$ cat config.mk
export PLATFORM = sky130hd
export DESIGN_NAME = cmdq_consumer
export DESIGN_NICKNAME = d
export VERILOG_FILES = /design/src/rtl/cq_pkg.sv /design/src/rtl/cq_decode.sv /design/src/rtl/cq_ctrl.sv /design/src/rtl/cq_disp_reg.sv /design/src/rtl/cmdq_consumer.sv
export SDC_FILE = /design/constraint.sdc
export NUM_CORES = 1
export LEC_CHECK = 0
export BUFFER_PORTS_ARGS = -buffer_cell sky130_fd_sc_hd__buf_2
export CORE_MARGIN = 2
export CORE_UTILIZATION = 30
export CTS_BUF_LIST = sky130_fd_sc_hd__clkbuf_4 sky130_fd_sc_hd__clkbuf_8 sky130_fd_sc_hd__clkbuf_16
export DETAILED_ROUTE_END_ITERATION = 10
export HOLD_SLACK_MARGIN = 0.03
export PLACE_DENSITY = 0.54
export SYNTH_ARGS = -nofsm -noshare
export SYNTH_HDL_FRONTEND = slang
export SYNTH_HIERARCHICAL = 1
export SYNTH_SLANG_ARGS = --single-unit
$ cat constraint.sdc
create_clock -name clk_i -period 2.1 [get_ports clk_i]
set_clock_uncertainty 0.2 [all_clocks]
set_input_delay 0.21 -clock clk_i [delete_from_list [all_inputs] [get_ports clk_i]]
set_output_delay 0.21 -clock clk_i [all_outputs]
set_load 0.02 [all_outputs]
$ cat src/rtl/cq_pkg.sv
package cq_pkg;
  localparam int unsigned WORD_W = 32;
  localparam int unsigned CMD_W  = 4 * WORD_W;
  localparam int unsigned OP_W   = 8;
  localparam int unsigned ERR_W  = 7;
  localparam int unsigned ADDR_W = 2 * WORD_W;

  localparam logic [ERR_W-1:0] ERR_NONE = ERR_W'(0);
  localparam logic [ERR_W-1:0] ERR_ILL  = ERR_W'(1);
  localparam logic [ERR_W-1:0] ERR_ABT  = ERR_W'(2);

  typedef struct packed {
    logic [OP_W-1:0]   op;
    logic [WORD_W-1:0] sid;
    logic [ADDR_W-1:0] addr;
    logic [4:0]        range;
    logic              leaf;
    logic [1:0]        ttl;
    logic [1:0]        tg;
    logic [1:0]        sync_cs;
  } cq_cmd_t;

  function automatic logic op_legal(input logic [OP_W-1:0] op);
    return op inside {[8'h01:8'h07], [8'h10:8'h13], 8'h18, 8'h1a,
                      [8'h20:8'h23], 8'h28, 8'h2a, 8'h30, 8'h40, 8'h41,
                      [8'h44:8'h46]};
  endfunction
endpackage

$ cat src/rtl/cq_decode.sv
module cq_decode
  import cq_pkg::*;
(
  input  logic [CMD_W-1:0] cmd_i,
  output cq_cmd_t          fields_o,
  output logic             legal_o
);
  logic [WORD_W-1:0] w0, w1, w2, w3;
  logic              unused_bits;

  assign w0 = cmd_i[0*WORD_W +: WORD_W];
  assign w1 = cmd_i[1*WORD_W +: WORD_W];
  assign w2 = cmd_i[2*WORD_W +: WORD_W];
  assign w3 = cmd_i[3*WORD_W +: WORD_W];

  assign fields_o.op      = w0[OP_W-1:0];
  assign fields_o.sync_cs = w0[13:12];
  assign fields_o.sid     = w1;
  assign fields_o.range   = w2[4:0];
  assign fields_o.leaf    = w2[0];
  assign fields_o.ttl     = w2[9:8];
  assign fields_o.tg      = w2[11:10];
  assign fields_o.addr    = {w3, w2[31:12], 12'h000};

  assign legal_o = op_legal(w0[OP_W-1:0]);

  assign unused_bits = ^{w0[31:14], w0[11:8], w2[7:5]};
endmodule

$ cat src/rtl/cq_ctrl.sv
module cq_ctrl
  import cq_pkg::*;
(
  input  logic             clk_i,
  input  logic             rst_ni,
  input  logic             glb_en_i,
  input  logic             cq_en_i,
  input  logic             cmd_valid_i,
  input  logic             fetch_err_i,
  input  logic             legal_i,
  input  logic             slot_free_i,
  input  logic             err_clr_i,
  input  logic             gerr_ack_i,
  output logic             accept_o,
  output logic [ERR_W-1:0] err_code_o,
  output logic             gerr_o
);
  logic [ERR_W-1:0] err_q;
  logic             gerr_q;
  logic             halted, try_cmd, fault;

  assign halted   = (err_q != ERR_NONE) || (gerr_q != gerr_ack_i);
  assign try_cmd  = glb_en_i && cq_en_i && !halted && cmd_valid_i && slot_free_i;
  assign fault    = try_cmd && (fetch_err_i || !legal_i);
  assign accept_o = try_cmd && !fetch_err_i && legal_i;

  always_ff @(posedge clk_i or negedge rst_ni) begin
    if (!rst_ni) begin
      err_q  <= ERR_NONE;
      gerr_q <= 1'b0;
    end else if (fault) begin
      err_q  <= fetch_err_i ? ERR_ABT : ERR_ILL;
      gerr_q <= ~gerr_q;
    end else if (err_clr_i) begin
      err_q  <= ERR_NONE;
    end
  end

  assign err_code_o = err_q;
  assign gerr_o     = gerr_q;


  pop_when_halted_chk: assert property (@(posedge clk_i) disable iff (!rst_ni)
    (err_code_o != ERR_NONE || gerr_o != gerr_ack_i) |-> !accept_o);

  pop_when_disabled_chk: assert property (@(posedge clk_i) disable iff (!rst_ni)
    !(glb_en_i && cq_en_i) |-> !accept_o);

  err_rise_no_pop_chk: assert property (@(posedge clk_i) disable iff (!rst_ni)
    (err_code_o != ERR_NONE && $past(err_code_o) == ERR_NONE) |-> !$past(accept_o));

  err_hold_chk: assert property (@(posedge clk_i) disable iff (!rst_ni)
    (err_code_o != ERR_NONE && !err_clr_i) |=> $stable(err_code_o));
endmodule

$ cat src/rtl/cq_disp_reg.sv
module cq_disp_reg
  import cq_pkg::*;
(
  input  logic    clk_i,
  input  logic    rst_ni,
  input  logic    load_i,
  input  cq_cmd_t fields_i,
  input  logic    ready_i,
  output logic    valid_o,
  output cq_cmd_t fields_o,
  output logic    free_o
);
  logic    valid_q;
  cq_cmd_t data_q;

  assign free_o = !valid_q || ready_i;

  always_ff @(posedge clk_i or negedge rst_ni) begin
    if (!rst_ni) begin
      valid_q <= 1'b0;
      data_q  <= '0;
    end else if (load_i) begin
      valid_q <= 1'b1;
      data_q  <= fields_i;
    end else if (ready_i) begin
      valid_q <= 1'b0;
    end
  end

  assign valid_o  = valid_q;
  assign fields_o = data_q;


  disp_hold_chk: assert property (@(posedge clk_i) disable iff (!rst_ni)
    (valid_o && !ready_i) |=> (valid_o && $stable(fields_o)));
endmodule

$ cat src/rtl/cmdq_consumer.sv
module cmdq_consumer
  import cq_pkg::*;
(
  input  logic               clk_i,
  input  logic               rst_ni,
  input  logic               glb_en_i,
  input  logic               cq_en_i,
  input  logic               cmd_valid_i,
  input  logic [CMD_W-1:0]   cmd_i,
  input  logic               fetch_err_i,
  output logic               cmd_pop_o,
  output logic               disp_valid_o,
  input  logic               disp_ready_i,
  output logic [OP_W-1:0]    disp_op_o,
  output logic [WORD_W-1:0]  disp_sid_o,
  output logic [15:0]        disp_vmid_o,
  output logic [15:0]        disp_asid_o,
  output logic [ADDR_W-1:0]  disp_addr_o,
  output logic [4:0]         disp_range_o,
  output logic               disp_leaf_o,
  output logic [1:0]         disp_ttl_o,
  output logic [1:0]         disp_tg_o,
  output logic [1:0]         disp_sync_cs_o,
  output logic [ERR_W-1:0]   err_code_o,
  input  logic               err_clr_i,
  output logic               gerr_o,
  input  logic               gerr_ack_i
);
  cq_cmd_t dec_fields, out_fields;
  logic    legal, slot_free, accept;

  cq_decode u_decode (
    .cmd_i    (cmd_i),
    .fields_o (dec_fields),
    .legal_o  (legal)
  );

  cq_ctrl u_ctrl (
    .clk_i       (clk_i),
    .rst_ni      (rst_ni),
    .glb_en_i    (glb_en_i),
    .cq_en_i     (cq_en_i),
    .cmd_valid_i (cmd_valid_i),
    .fetch_err_i (fetch_err_i),
    .legal_i     (legal),
    .slot_free_i (slot_free),
    .err_clr_i   (err_clr_i),
    .gerr_ack_i  (gerr_ack_i),
    .accept_o    (accept),
    .err_code_o  (err_code_o),
    .gerr_o      (gerr_o)
  );

  cq_disp_reg u_disp (
    .clk_i    (clk_i),
    .rst_ni   (rst_ni),
    .load_i   (accept),
    .fields_i (dec_fields),
    .ready_i  (disp_ready_i),
    .valid_o  (disp_valid_o),
    .fields_o (out_fields),
    .free_o   (slot_free)
  );

  assign cmd_pop_o      = accept;
  assign disp_op_o      = out_fields.op;
  assign disp_sid_o     = out_fields.sid;
  assign disp_vmid_o    = out_fields.sid[15:0];
  assign disp_asid_o    = out_fields.sid[31:16];
  assign disp_addr_o    = out_fields.addr;
  assign disp_range_o   = out_fields.range;
  assign disp_leaf_o    = out_fields.leaf;
  assign disp_ttl_o     = out_fields.ttl;
  assign disp_tg_o      = out_fields.tg;
  assign disp_sync_cs_o = out_fields.sync_cs;


  pop_then_valid_chk: assert property (@(posedge clk_i) disable iff (!rst_ni)
    cmd_pop_o |=> disp_valid_o);
endmodule

==> results_tabular.tex, run 1 <==
\begin{tabular}{lr}
\hline
Metric & Value \\
\hline
\multicolumn{2}{l}{\textbf{Drt}} \\
Drt first-iter violations & 57 \\
Drt via density & 3.961 \\
Average wire per cell in the routed design & 13.26 µm \\
Number of DRC violations after detailed routing & 0 \\
Final wirelength & 13010 µm \\
Total vias in the final route & 3886 \\
Pre-antenna DRT Iters & 2 \\
Final antenna-violating net count & 0 \\
\multicolumn{2}{l}{\textbf{Power}} \\
Static Leakage & 0.004606 µW \\
Highest ir drop seen on vdd & 0.5045 mV \\
Power density over the cells & 821.2 mW/mm² \\
\multicolumn{2}{l}{\textbf{Worst setup path}} \\
Critical path class & flop to flop \\
Max incr delay on CP & 0.38 ns \\
Max Fanout on Critical Path & 20 \\
Critical path endpoint category & flop \\
Data arrival time at the worst-slack endpoint & 2.10 ns \\
Master of the slowest instance on the critical path & sky130\_fd\_sc\_hd\_\_dfrtp\_1 \\
Data required time at the worst endpoint & 2.18 ns \\
Buf+Inv Stages, Crit Path & 3 \\
Launching element type of the critical path & flop \\
Family of cells with the greatest summed delay on the critical path & simple AND/OR/NAND/NOR gates \\
List of cells traversed by the critical path & nand2b\_1 > and4\_4 > nand3\_4 > nor2\_4 > buf\_4 > buf\_12 > buf\_12 > mux2\_2 \\
Critical path's most frequent cell & sky130\_fd\_sc\_hd\_\_buf\_12 \\
\multicolumn{2}{l}{\textbf{GRT}} \\
Via count of the first global-routing pass & 3987 \\
Global-route usage over all layers & 12.43\% \\
Initial antenna violation count & 0 \\
Sum of overflow across all layers after global routing & 0 \\
Global-route wire length before repair & 19710 µm \\
Maximum number of pins on one net before global-route repair & 63 \\
\multicolumn{2}{l}{\textbf{Timing}} \\
Share of the cycle needed by the critical path after routing & 96.26\% \\
Total count of max-transition violations in the final report & 0 \\
Number of endpoints with negative hold slack in the final report & 0 \\
Unrepaired setup endpoints after global routing & yes \\
Final setup violation count & 0 \\
Final period demand of the worst path & 2.021 ns \\
Fmax & 494.7 MHz \\
Final setup slack of the worst path & 0.07854 ns \\
\multicolumn{2}{l}{\textbf{Die}} \\
Width of the die & 143.8 µm \\
Die area & 0.02067 mm² \\
Starting Density & 30.31\% \\
Area inside the core boundary & 0.01933 mm² \\
Cell Rows & 51 \\
IO Count & 295 \\
Die extent in y & 143.8 µm \\
\multicolumn{2}{l}{\textbf{Clock tree}} \\
CTS tree & built \\
Deepest clock path buffer count & 2 \\
Clock sink total & 120 \\
Total number of H-tree levels & 4 \\
Clock transition at the registers of the reported paths & 0.06 ns \\
CTS buffer count & 17 \\
Master cell of the clock root buffer & sky130\_fd\_sc\_hd\_\_clkbuf\_16 \\
Clock latency reported for the late side of the worst-skew pair & 0.40 ns \\
\multicolumn{2}{l}{\textbf{Synthesis}} \\
Post-Syn Area per Cell & 13.60 µm² \\
Count of warnings emitted by yosys & 6 \\
Share of synthesized cell area in full adder, half adder and majority cells & 0\% \\
Post-synthesis instance total & 431 \\
Synth Area in Compound Gates & 1.174\% \\
Netlist area before placement & 0.005861 mm² \\
Library cell with the largest summed area after synthesis & sky130\_fd\_sc\_hd\_\_dfrtp\_1 \\
Area fraction of the dominant cell type after synthesis & 51.24\% \\
Post-Synth Simple-Gate Area & 1.174\% \\
Ranking of synthesized cells by area & sky130\_fd\_sc\_hd\_\_dfrtp\_1 (51\%), sky130\_fd\_sc\_hd\_\_buf\_4 (20\%), sky130\_fd\_sc\_hd\_\_mux2\_2 (17\%) \\
Largest family of logic cells by synthesized area & multiplexers \\
Post-Synth XOR/XNOR Area & 0.5764\% \\
Share of cell area taken by muxes after synthesis & 24.15\% \\
Sequential fraction of the synthesis area & 51.24\% \\
Unique cell type count in the Yosys netlist & 22 \\
Post-synthesis sequential element count & 120 \\
\multicolumn{2}{l}{\textbf{Final layout}} \\
Number of nets in the final layout & 842 \\
Final standard cell utilization of the core & 43.27\% \\
Area growth from synthesis to layout & 42.76\% \\
Layout cell share with drive strength beyond 1 & 62.85\% \\
Filler cell count in the final layout & 1826 \\
Total inserted antenna cells & 0 \\
\multicolumn{2}{l}{\textbf{Run status}} \\
Status & complete, no violations \\
\multicolumn{2}{l}{\textbf{Placed design}} \\
Final weighted congestion of routability-driven global placement & 0.7091 \\
Worst slack after detailed placement & -0.1921 ns \\
Port bufs & 264 \\
DPL Wire Length & 8777 µm \\
\multicolumn{2}{l}{\textbf{Flow run}} \\
Max capacitance violation total & 0 \\
\multicolumn{2}{l}{\textbf{Min path}} \\
Hold crit path type & input port to asynchronous set/reset pin \\
\hline
\end{tabular}
==> routing by layer <==
layer | GRT usage, % | up-vias | part of all wire [%]
li1 | - | 1822 | -
met3 | 4.232 | 26 | 6.5
met1 | 13.37 | 1878 | 39
met4 | 5.728 | 0 | 2.5
met2 | 21.98 | 160 | 52
met5 | 0 | - | 0
==> cell type report <==
cell class                      instances  area (µm²)  area share [%]
Tap cell                              265       331.6           3.963
Timing Repair Buffer                  406        2791           33.36
Sequential cell                       120        3003           35.89
Multi-Input combinational cell        155        1690           20.20
Clock buffer                           22       481.7           5.757
Clock inverter                          8       50.05          0.5982
Inverter                                5       18.77          0.2243
==> synthesized netlist by cell type, drive strengths merged <==
master,number
dfrtp,120
o221ai,1
xnor2,3
and4,1
a21oi,1
conb,2
a32o,1
mux2,116
o22ai,1
buf,166
o32ai,1
nand4,1
a22o,1
a211oi,1
inv,5
nand2b,4
nand3,1
nor2,5
==> worst paths after layout <==
path                                               endpoint                            start  slack (ns)  cells after the start
min in group clk_i                u_ctrl/gerr_o$_DFFE_PN0P_                         glb_en_i        0.05                      4
min                        u_disp/fields_o[105]$_DFFE_PN0P_                           rst_ni        0.05                      2
max                         u_disp/fields_o[46]$_DFFE_PN0P_       u_disp/valid_o$_DFFE_PN0P_        0.08                      8
min reg2reg                 u_disp/fields_o[45]$_DFFE_PN0P_  u_disp/fields_o[45]$_DFFE_PN0P_        0.30                      1
max reg2reg                 u_disp/fields_o[46]$_DFFE_PN0P_       u_disp/valid_o$_DFFE_PN0P_        0.08                      8
max in group asynchronous   u_disp/fields_o[47]$_DFFE_PN0P_                           rst_ni        1.03                      3
==> cell usage in the layout, fill, tap and decap left out, types with 2 or more instances in the layout <==
cell type / instances
sky130_fd_sc_hd__clkbuf_4: 2
sky130_fd_sc_hd__conb_1: 17
sky130_fd_sc_hd__buf_2: 262
sky130_fd_sc_hd__nor2_1: 4
sky130_fd_sc_hd__dfrtp_1: 120
sky130_fd_sc_hd__dlygate4sd3_1: 110
sky130_fd_sc_hd__buf_12: 4
sky130_fd_sc_hd__inv_1: 5
sky130_fd_sc_hd__buf_16: 2
sky130_fd_sc_hd__xnor2_1: 2
sky130_fd_sc_hd__clkinv_2: 4
sky130_fd_sc_hd__buf_4: 21
sky130_fd_sc_hd__mux2_2: 83
sky130_fd_sc_hd__buf_6: 5
sky130_fd_sc_hd__nand2b_1: 3
sky130_fd_sc_hd__mux2_4: 33
sky130_fd_sc_hd__buf_8: 2
sky130_fd_sc_hd__clkinvlp_4: 4
sky130_fd_sc_hd__clkbuf_8: 3
sky130_fd_sc_hd__clkbuf_16: 17
==> timing repair <==
action                                  in CTS  in global routing
pin swaps                                    2                  2
setup buffers                                4                  1
hold buffers                               110                  0
endpoints found under the setup margin       1                 88
resized for setup                            5                 13
cloned                                       1                  0
endpoints found under the hold margin      228                  0
==> kinds of logic after synthesis <==
logic type / Yosys count
AO/OA/AOI/OAI: 7
XOR/XNOR: 3
buffers and inverters: 171
flip-flops: 120
AND/OR/NAND/NOR: 12
multiplexers: 116
other: 2
==> state kept, by name, indices dropped and copies added, names as in the netlist <==
signal,cells
u_ctrl/err_code_o,2
u_disp/fields_o,116
u_ctrl/gerr_o,1
u_disp/valid_o,1
==> where the power goes <==
| group | internal (µW) | switching [µW] | total (µW) |
|---|---|---|---|
| logic | 722 | 799 | 1520 |
| clock network | 1600 | 1010 | 2610 |
| registers | 2580 | 158 | 2740 |
==> per-stage QoR <==
| step | instance area (µm²) | hold WS, ns | instances | total power (µW) | TNS (ns) |
|---|---|---|---|---|---|
| 5_1_grt | 8367 | 0.05286 | 981 | 7245 | -1.308 |
| 2_1_floorplan | 5947 | -0.2856 | 446 | 3779 | -0.8428 |
| 4_1_cts | 8315 | 0.04404 | 980 | 6965 | -0.0009852 |
| 3_5_place_dp | 6600 | -0.07578 | 835 | 4119 | -16.83 |
| 6_report | 8367 | 0.04577 | 981 | 6871 | 0 |
| 3_3_place_gp | 6600 | -0.07750 | 835 | 4092 | -17.25 |
No activity file was read; power rests on OpenSTA's default activity.
==> inputs of run 2 (changes only) <==
--- a/config.mk
+++ b/config.mk
@@ -5,6 +5,7 @@
 export SDC_FILE = /design/constraint.sdc
 export NUM_CORES = 1
 export LEC_CHECK = 0
+export ABC_AREA = 1
 export BUFFER_PORTS_ARGS = -buffer_cell sky130_fd_sc_hd__buf_2
 export CORE_MARGIN = 2
 export CORE_UTILIZATION = 30
==> run 2 against run 1 <==
  * Maximum frequency down 1.9%
  * Critical path type is now input port to flop
  * Final cell count grew 24%
  * Power grew 3.4%
  * Count of clock-buffer cells in the layout is 1 lower
  * Largest power group is now clock
  * Wire length increased by 9.8%
==> results_tabular.tex, run 2 <==
\begin{tabular}{lr}
\hline
Metric & Value \\
\hline
\multicolumn{2}{l}{\textbf{Run status}} \\
Status & complete, no violations \\
\multicolumn{2}{l}{\textbf{Worst setup path}} \\
Worst-case register-to-register setup slack & 0.13 ns (+0.05 ns) \\
Reg2Reg Capture Point & u\_disp/fields\_o[53]\$\_DFFE\_PN0P\_ \\
Critical path's most frequent cell & sky130\_fd\_sc\_hd\_\_nand2\_1 \\
Max incr delay on CP & 0.54 ns (+0.16 ns) \\
Buf+Inv Stages, Crit Path & 6 (+3) \\
Master of the slowest instance on the critical path & sky130\_fd\_sc\_hd\_\_dlygate4sd3\_1 \\
Start of the worst register-to-register path & u\_disp/valid\_o\$\_DFFE\_PN0P\_ \\
Max Fanout on Critical Path & 64 (+220\%) \\
Path depth of the worst reg2reg path & 11 (+3) \\
List of cells traversed by the critical path & dlygate4sd3\_1 > buf\_2 > nor2\_1 > nand3\_1 > nand3\_1 > nor2\_1 > nand2\_1 > nor2\_4 > buf\_4 > buf\_4 > inv\_4 > buf\_16 > nand2\_1 > nand2\_1 \\
Data arrival time at the worst-slack endpoint & 2.20 ns (+0.10 ns) \\
Launching element type of the critical path & input port \\
Data required time at the worst endpoint & 2.24 ns (+0.06 ns) \\
Critical path endpoint category & flop \\
Critical path class & input port to flop \\
Family of cells with the greatest summed delay on the critical path & buffers and inverters \\
\multicolumn{2}{l}{\textbf{Timing}} \\
Final setup violation count & 0 (unchanged) \\
Unrepaired setup endpoints after global routing & yes \\
Final setup slack of the worst path & 0.04042 ns (-0.03812 ns) \\
Total count of max-transition violations in the final report & 0 (unchanged) \\
Fmax & 485.5 MHz (-1.9\%) \\
Share of the cycle needed by the critical path after routing & 98.08\% (+1.8 points) \\
Final period demand of the worst path & 2.060 ns (+0.03812 ns) \\
Number of endpoints with negative hold slack in the final report & 0 (unchanged) \\
\multicolumn{2}{l}{\textbf{Drt}} \\
Drt first-iter violations & 118 (+110\%) \\
Total vias in the final route & 4738 (+22\%) \\
Drt via density & 3.890 (-1.8\%) \\
Pre-antenna DRT Iters & 4 (+2) \\
Final antenna-violating net count & 0 (unchanged) \\
Number of DRC violations after detailed routing & 0 (unchanged) \\
Average wire per cell in the routed design & 11.72 µm (-12\%) \\
Final wirelength & 14280 µm (+9.8\%) \\
\multicolumn{2}{l}{\textbf{Clock tree}} \\
Clock transition at the registers of the reported paths & 0.06 ns (about the same) \\
CTS buffer count & 17 (unchanged) \\
Total number of H-tree levels & 4 (unchanged) \\
Deepest clock path buffer count & 2 (unchanged) \\
Clock sink total & 120 (unchanged) \\
CTS tree & built \\
Master cell of the clock root buffer & sky130\_fd\_sc\_hd\_\_clkbuf\_16 \\
Clock latency reported for the late side of the worst-skew pair & 0.41 ns (about the same) \\
\multicolumn{2}{l}{\textbf{Die}} \\
IO Count & 295 (unchanged) \\
Die extent in y & 143.5 µm (-0.20\%) \\
Width of the die & 143.5 µm (-0.20\%) \\
Area inside the core boundary & 0.01927 mm² (-0.33\%) \\
Starting Density & 30.29\% (about the same) \\
Die area & 0.02059 mm² (-0.40\%) \\
Cell Rows & 51 (unchanged) \\
\multicolumn{2}{l}{\textbf{Final layout}} \\
Layout cell share with drive strength beyond 1 & 33.68\% (-29 points) \\
Number of nets in the final layout & 1079 (+28\%) \\
Top library cells by usage in the layout, fill and taps aside & sky130\_fd\_sc\_hd\_\_nand2\_1 (368), sky130\_fd\_sc\_hd\_\_buf\_2 (261), sky130\_fd\_sc\_hd\_\_dfrtp\_1 (120) \\
Total inserted antenna cells & 0 (unchanged) \\
Most common library cell in the layout ignoring fill and taps & sky130\_fd\_sc\_hd\_\_nand2\_1 \\
Post-Layout Inst Area & 0.008174 mm² (-2.3\%) \\
Area growth from synthesis to layout & 40.04\% \\
Number of flip-flops under the largest register name & 116 (unchanged) \\
\multicolumn{2}{l}{\textbf{Power}} \\
Sequential fraction of design power & 38.8\% (-1.1 points) \\
Power density over the cells & 869.1 mW/mm² (+5.8\%) \\
Clock power share & 40.2\% (+2.2 points) \\
Highest ir drop seen on vdd & 0.5388 mV (+6.8\%) \\
Int Power & 5014 µW (+2.2\%) \\
Switch share & 29.41\% (+0.81 points) \\
Static Leakage & 0.004929 µW (+7.0\%) \\
Switching component of the power & 2089 µW (+6.3\%) \\
Combinational share of power & 21.0\% (-1.1 points) \\
\multicolumn{2}{l}{\textbf{Synthesis}} \\
Post-synth top flop & sky130\_fd\_sc\_hd\_\_dfrtp\_1 \\
Library cell with the largest summed area after synthesis & sky130\_fd\_sc\_hd\_\_dfrtp\_1 \\
Netlist area before placement & 0.005837 mm² (-0.41\%) \\
Sequential fraction of the synthesis area & 51.45\% (+0.21 points) \\
Post-synth top cells & sky130\_fd\_sc\_hd\_\_nand2\_1 (368), sky130\_fd\_sc\_hd\_\_buf\_4 (156), sky130\_fd\_sc\_hd\_\_dfrtp\_1 (120) \\
Post-Syn Area per Cell & 8.410 µm² (-38\%) \\
Number of synthesized flops with an enable pin & 0 (unchanged) \\
Share of async-settable or async-resettable flops after synthesis & 100.0\% (unchanged) \\
Count of warnings emitted by yosys & 6 (unchanged) \\
Post-synthesis sequential element count & 120 (unchanged) \\
Area fraction of the dominant cell type after synthesis & 51.45\% (+0.21 points) \\
Most frequent cell after synthesis & sky130\_fd\_sc\_hd\_\_nand2\_1 \\
Ranking of synthesized cells by area & sky130\_fd\_sc\_hd\_\_dfrtp\_1 (51\%), sky130\_fd\_sc\_hd\_\_nand2\_1 (24\%), sky130\_fd\_sc\_hd\_\_buf\_4 (20\%) \\
Unique cell type count in the Yosys netlist & 16 (-27\%) \\
Post-synthesis instance total & 694 (+61\%) \\
\multicolumn{2}{l}{\textbf{Flow run}} \\
Max capacitance violation total & 0 (unchanged) \\
\multicolumn{2}{l}{\textbf{Placed design}} \\
Port bufs & 264 (unchanged) \\
Final weighted congestion of routability-driven global placement & 0.7499 (+5.8\%) \\
Post-placement cell area & 0.006460 mm² (-2.1\%) \\
Worst slack after detailed placement & 0.1240 ns (+0.3161 ns) \\
DPL Wire Length & 9161 µm (+4.4\%) \\
\multicolumn{2}{l}{\textbf{Min path}} \\
Hold crit path type & input port to asynchronous set/reset pin \\
\multicolumn{2}{l}{\textbf{GRT}} \\
Global-route wire length before repair & 22140 µm (+12\%) \\
Global-route usage over all layers & 13.78\% (+1.4 points) \\
Sum of overflow across all layers after global routing & 0 (unchanged) \\
Via count of the first global-routing pass & 4506 (+13\%) \\
Maximum number of pins on one net before global-route repair & 65 (+3.2\%) \\
Initial antenna violation count & 0 (unchanged) \\
\hline
\end{tabular}
-- run 2: metal layers --
layer | GRT usage [%] | vias to the layer above | share of wire [%]
met1 | 16.89 | 2127 | 44
met3 | 4.432 | 13 | 7.6
met5 | 0 | - | 0
met4 | 5.108 | 0 | 1.3
met2 | 22.71 | 184 | 47
li1 | - | 2414 | -
-- run 2: layout make-up --
type / instances / area [µm²]
timing repair buffer: 392 / 2675
tap: 265 / 331.6
inverter: 8 / 32.53
sequential: 120 / 3003
clock buffer: 21 / 474.2
fill: 1957 / 11100
clock inverter: 9 / 100.1
multi-input combinational: 403 / 1558
-- run 2: worst max-delay path by stage --
stage	startpoint	endpoint	slack, ns	cells past startpoint
2_1_floorplan	u_disp/valid_o$_DFFE_PN0P_	u_disp/fields_o[100]$_DFFE_PN0P_	0.06	11
3_3_place_gp	cmd_i[4]	cmd_pop_o	0.13	10
3_5_place_dp	cmd_i[4]	cmd_pop_o	0.12	10
4_1_cts	disp_ready_i	cmd_pop_o	0.04	10
5_1_grt	cmd_i[1]	u_disp/fields_o[105]$_DFFE_PN0P_	-0.03	14
6_report	cmd_i[1]	u_disp/fields_o[85]$_DFFE_PN0P_	0.04	14
-- run 2: through the flow --
step / hold WS [ns] / power [µW] / util [%] / cells / setup TNS (ns)
2_1_floorplan: -0.2856 / 3768 / - / 709 / 0
3_3_place_gp: -0.04739 / 4105 / 33.52 / 1075 / 0
5_1_grt: 0.09940 / 7495 / 42.42 / 1218 / -0.5811
6_report: 0.08013 / 7104 / 42.42 / 1218 / 0
4_1_cts: 0.06183 / 7209 / 42.27 / 1216 / 0
3_5_place_dp: -0.04866 / 4121 / 33.52 / 1075 / 0
-- run 2: logic make-up (layout without fill, tap and decap cells) --
family	Yosys count	count (layout)	synth area share (%)
AOI/OAI and AO/OA	2	2	0.2573
buffers and inverters	186	430	23.04
DFF	120	120	51.45
other	2	17	0.1287
and+or+nand+nor	384	384	25.12
-- run 2: repair_timing --
item                                   4_1_cts  5_1_grt
pin swaps                                    1        5
gates resized for setup                      2        2
endpoints found under the hold margin      227        0
hold buffers                               108        0
setup endpoints to repair                    1       24
gates cloned                                 0        0
buffers inserted                             3        3
-- run 2: power groups by stage --
stage | logic (µW) | clock network (µW) | registers [µW]
global route | 1630 | 3060 | 2800
floorplan | 618 | 0 | 3150
detailed placement | 1330 | 0 | 2790
global placement | 1320 | 0 | 2790
finish | 1490 | 2850 | 2760
CTS | 1500 | 2950 | 2760
